**src/rtl/mux_cell_pkg.sv**
```systemverilog
package mux_cell_pkg;
  typedef enum logic [1:0] {
    MODE_TRIPLE = 2'b00,
    MODE_QUAD   = 2'b01,
    MODE_SEQ    = 2'b10,
    MODE_OFF    = 2'b11
  } cellMode_e;

  typedef struct packed {
    logic pickTriple;
    logic pickQuad;
    logic loadReg;
  } cellStrobe_t;
endpackage

```
**src/rtl/mux_cell_ctrl.sv**
```systemverilog
module mux_cell_ctrl
  import mux_cell_pkg::*;
(
  input  logic [1:0]  mode,
  output cellStrobe_t strobe
);
  always_comb begin
    strobe = '0;
    case (cellMode_e'(mode))
      MODE_TRIPLE: strobe.pickTriple = 1'b1;
      MODE_QUAD:   strobe.pickQuad   = 1'b1;
      MODE_SEQ: begin
        strobe.pickQuad = 1'b1;
        strobe.loadReg  = 1'b1;
      end
      default:     strobe = '0;
    endcase
  end
endmodule

```
**src/rtl/mux_cell_dp.sv**
```systemverilog
module mux_cell_dp
  import mux_cell_pkg::*;
#(
  parameter int WIDTH = 4
) (
  input  logic             clk,
  input  logic             clr,
  input  cellStrobe_t      strobe,
  input  logic [WIDTH-1:0] in0,
  input  logic [WIDTH-1:0] in1,
  input  logic [WIDTH-1:0] in2,
  input  logic [WIDTH-1:0] in3,
  input  logic [WIDTH-1:0] g0,
  input  logic [WIDTH-1:0] g1,
  input  logic [WIDTH-1:0] g2,
  input  logic [WIDTH-1:0] g3,
  output logic [WIDTH-1:0] y,
  output logic [WIDTH-1:0] q
);
  localparam int QUAD_SEL_W = 2;

  logic [WIDTH-1:0] tripleOut;
  logic [WIDTH-1:0] quadOut;
  logic [WIDTH-1:0] qReg;

  for (genvar lane = 0; lane < WIDTH; lane++) begin : g_lane
    logic firstOut;
    logic secondOut;
    logic outerSel;
    logic [3:0] quadData;
    logic [QUAD_SEL_W-1:0] quadIdx;

    // three-multiplexer cascade
    assign firstOut  = g0[lane] ? in1[lane] : in0[lane];
    assign secondOut = g1[lane] ? in3[lane] : in2[lane];
    assign outerSel  = g2[lane] | g3[lane];
    assign tripleOut[lane] = outerSel ? secondOut : firstOut;

    // gated 4:1 multiplexer
    assign quadData = {in3[lane], in2[lane], in1[lane], in0[lane]};
    assign quadIdx  = {g0[lane] & g1[lane], g2[lane] | g3[lane]};
    assign quadOut[lane] = quadData[quadIdx];

    always_ff @(posedge clk or posedge clr) begin
      if (clr) begin
        qReg[lane] <= 1'b0;
      end else if (strobe.loadReg) begin
        qReg[lane] <= quadOut[lane];
      end
    end
  end

  always_comb begin
    if (strobe.pickTriple) begin
      y = tripleOut;
    end else if (strobe.pickQuad) begin
      y = quadOut;
    end else begin
      y = '0;
    end
  end

  assign q = qReg;
endmodule

```
**src/rtl/mux_logic_cell.sv**
```systemverilog
module mux_logic_cell
  import mux_cell_pkg::*;
#(
  parameter int WIDTH = 4
) (
  input  logic             clk,
  input  logic             clr,
  input  logic [1:0]       mode,
  input  logic [WIDTH-1:0] in0,
  input  logic [WIDTH-1:0] in1,
  input  logic [WIDTH-1:0] in2,
  input  logic [WIDTH-1:0] in3,
  input  logic [WIDTH-1:0] g0,
  input  logic [WIDTH-1:0] g1,
  input  logic [WIDTH-1:0] g2,
  input  logic [WIDTH-1:0] g3,
  output logic [WIDTH-1:0] y,
  output logic [WIDTH-1:0] q
);
  cellStrobe_t strobe;

  mux_cell_ctrl u_ctrl (
    .mode   (mode),
    .strobe (strobe)
  );

  mux_cell_dp #(.WIDTH(WIDTH)) u_dp (
    .clk    (clk),
    .clr    (clr),
    .strobe (strobe),
    .in0    (in0),
    .in1    (in1),
    .in2    (in2),
    .in3    (in3),
    .g0     (g0),
    .g1     (g1),
    .g2     (g2),
    .g3     (g3),
    .y      (y),
    .q      (q)
  );
endmodule

```
**config.mk**
```make
export PLATFORM = sky130hd
export DESIGN_NAME = mux_logic_cell
export DESIGN_NICKNAME = d
export VERILOG_FILES = /design/src/rtl/mux_cell_pkg.sv /design/src/rtl/mux_cell_ctrl.sv /design/src/rtl/mux_cell_dp.sv /design/src/rtl/mux_logic_cell.sv
export SDC_FILE = /design/constraint.sdc
export NUM_CORES = 1
export LEC_CHECK = 0
export BUFFER_PORTS_ARGS = -buffer_cell sky130_fd_sc_hd__buf_2
export CAP_MARGIN = 25
export CORE_MARGIN = 1.5
export CORE_UTILIZATION = 31
export CTS_BUF_LIST = sky130_fd_sc_hd__clkbuf_4 sky130_fd_sc_hd__clkbuf_8 sky130_fd_sc_hd__clkbuf_16
export CTS_CLUSTER_DIAMETER = 50
export DETAILED_ROUTE_END_ITERATION = 16
export GPL_ROUTABILITY_DRIVEN = 0
export GPL_TIMING_DRIVEN = 0
export HOLD_SLACK_MARGIN = 0.12
export PLACE_DENSITY_LB_ADDON = 0.1
export SLEW_MARGIN = 20
export SYNTH_ARGS = -nofsm -noshare
export SYNTH_HDL_FRONTEND = slang
export SYNTH_HIERARCHICAL = 1
export SYNTH_SLANG_ARGS = --single-unit
```
**constraint.sdc**
```tcl
create_clock -name clk -period 1.55 [get_ports clk]
set_clock_uncertainty 0.05 [all_clocks]
set_input_delay 0.31 -clock clk [delete_from_list [all_inputs] [get_ports clk]]
set_output_delay 0.31 -clock clk [all_outputs]
set_load 0.01 [all_outputs]
```
==> impl_metrics.env <==
export IMPL_status="finished, violations left"
export IMPL_violations="setup timing"
export IMPL_r2r_end="u_dp/q[1]"
export IMPL_finalCriticalPeriod_ns=1.75
export IMPL_grt_setup_unrepaired="true"
export IMPL_cp_slowest_cell="mux4_2"
export IMPL_use_met1=0.201
export IMPL_peakVddDrop_uv=281
export IMPL_area_delta_synth_final_pct=95.7
export IMPL_critical_path_class="input port to primary output"
export IMPL_diodes=0
export IMPL_slew_violations=0
export IMPL_grt_use_total=0.199
export IMPL_synth_avg_cell_area_sq_um=10.1
export IMPL_dpl_hpwl_mm=1.06
export IMPL_seq_area_frac_synth=0.214
export IMPL_tightest_slew_ns=0.235
export IMPL_core_sq_um=1350
export IMPL_synth_ff_type="dfrtp_1"
export IMPL_initial_utilization=0.346
export IMPL_cts_made_buffers=3
export IMPL_dp_cells=104
export IMPL_synthArstFlopShare=1.00
export IMPL_synth_cell_types=12
export IMPL_finalWorstSetupSlack_ns=-0.198
export IMPL_slew_headroom=0.842
export IMPL_slowest_delay_ns=0.51
export IMPL_dieArea_sq_um=1750
export IMPL_place_area_sq_um=704
export IMPL_min_period_over_period=1.13
export IMPL_antenna_found_initial=0
export IMPL_largest_reg_flops=4
export IMPL_fp_dieW_um=41.8
export IMPL_reg2reg_slack_ns=0.75
export IMPL_postRouteAntennaNets=0
export IMPL_remaining_drc_errors=0
export IMPL_clk_latency_ns=0.23
export IMPL_gr_total_overflow=0
export IMPL_startpoint_type="input port"
export IMPL_viasPerCell=5.14
export IMPL_vias=591
export IMPL_crit_reg2reg_launch="u_dp/q[1]"
export IMPL_grt_pass1_wl_mm=2.60
export IMPL_die_h_um=41.8
export IMPL_setup_viol=4
export IMPL_crit_fanout=2
export IMPL_finalHoldViolCount=0
export IMPL_clockRootBuffer="clkbuf_4"
export IMPL_netlist_area_sq_um=467
export IMPL_grt_max_degree=6
export IMPL_maxCapViolCount=0
export IMPL_cts_sinks=4
export IMPL_port_buffers=43
export IMPL_crit_required_ns=1.19
export IMPL_stdcell_area_sq_um=913
export IMPL_clk_path_buf_depth=2
export IMPL_layout_drive_gt1_share=0.700
export IMPL_grtUsageMet3=0.0348
export IMPL_synthesis_nets=84
export IMPL_cts_clk_slew_worst_paths_ns=0.04
export IMPL_path_delay_family="multiplexers"
export IMPL_grt_util_met2=0.353
export IMPL_drtIter0Drc=1
export IMPL_hold_class="input port to async pin"
export IMPL_cts_tree="done"
export IMPL_dpl_worst_slack_ns=-0.250
export IMPL_netlist_instances=46
export IMPL_fp_row_count=13
export IMPL_crit_buf_inv=2
export IMPL_final_util=0.677
export IMPL_grt_pass1_vias=623
export IMPL_yosysTopAreaCell="dfrtp_1"
export IMPL_synth_top_cells_by_count="8 x mux2i_1, 8 x nand2_1"
export IMPL_instances_no_fill=115
export IMPL_reg2reg_depth=1
export IMPL_nets=140
export IMPL_synth_seq_cells=4
export IMPL_cp_arrival_ns=1.39
export IMPL_yosys_warnings=6
export IMPL_p_leak_nw=0.493
export IMPL_crit_chain="buf_8 -> nor2_4 -> mux4_2 -> a32o_2 -> buf_6"
export IMPL_htreeDepth=1
export IMPL_synth_edf_count=0
export IMPL_pin_count=44
export IMPL_p_per_area_nw_per_um2=588
export IMPL_timing_fmax_mhz=572
export IMPL_drtPass1Iterations=2
export IMPL_drt_total_wl_mm=1.52
export IMPL_grt_busiest_layer="met2"
export IMPL_endpoint_kind="primary output"
export IMPL_synth_top_area_share=0.214
export IMPL_synthTopCellsByArea="dfrtp_1 21%, mux4_2 19%, mux2i_1 17%"
export IMPL_avgRoutedWirePerCell_um=13.2
cell type report:
class                   instances  area, sq um
fillers                       123          437
multi-input cells              39          389
repair buffers                 51          372
flip-flops and latches          4          100
clock buffers                   3         22.5
well taps                      15         18.8
inverters                       3         11.3
layer usage:
metal	share of wire	up-vias
met5	0	-
met4	0.040	0
met3	0.074	6
met2	0.52	31
met1	0.36	268
li1	-	286
metrics by stage:
stage | power [mW] | setup TNS (ns) | hold WS (ns)
floorplan | 0.246 | 0 | 0.0261
global placement | 0.341 | -0.824 | 0.144
detailed placement | 0.344 | -0.829 | 0.142
CTS | 0.531 | -0.676 | 0.445
global route | 0.572 | -0.741 | 0.453
finish | 0.537 | -0.612 | 0.446
timing repair:
action	in CTS	in global routing
gates resized for setup	18	7
pin swaps	8	6
hold buffers	1	0
buffers inserted	5	2
endpoints found under the setup margin	4	4
hold endpoints to repair	4	0
power by group:
group	internal, mW	leakage (nW)	switching (mW)
logic	0.167	0.432	0.104
registers	0.126	0.0469	0.00920
clock network	0.0867	0.0138	0.0440
how the worst max path moves through the flow:
| stage | cells past startpoint | endpoint | slack [ns] | start |
|---|---|---|---|---|
| after CTS | 5 | y[2] | -0.21 | g2[2] |
| final | 5 | y[2] | -0.20 | g3[2] |
| after global routing | 5 | y[2] | -0.23 | g3[2] |
| after detailed placement | 5 | y[2] | -0.25 | g3[2] |
| after floorplan | 3 | y[2] | 0.005 | g3[2] |
| after global placement | 5 | y[2] | -0.26 | g3[2] |
kinds of logic (layout without fill, tap and decap cells):
kind of cell / count (synthesis) / count (layout) / synth area share
buffers and inverters: 3 / 57 / 0.0241
AND/OR/NAND/NOR: 13 / 13 / 0.110
flip-flops: 4 / 4 / 0.214
multiplexers: 16 / 16 / 0.461
AO/OA/AOI/OAI: 8 / 8 / 0.137
adder cells (fa/ha/maj): 2 / 2 / 0.0536
placed cells by master, fill, tap and decap left out, types with 2 or more instances in the layout:
| cell | Yosys | layout |
|---|---|---|
| buf_6 | 0 | 7 |
| o21ai_0 | 4 | 4 |
| clkbuf_4 | 0 | 3 |
| buf_8 | 0 | 5 |
| nand2_1 | 8 | 5 |
| dfrtp_1 | 4 | 4 |
| buf_2 | 0 | 31 |
| mux2_2 | 4 | 4 |
| a32o_2 | 3 | 4 |
| nand2_4 | 0 | 3 |
| mux4_2 | 4 | 4 |
| buf_4 | 0 | 7 |
| inv_1 | 3 | 3 |
| nor2_1 | 4 | 3 |
| ha_1 | 2 | 2 |
| mux2i_1 | 8 | 8 |
Power figures use the tool's default switching activity.
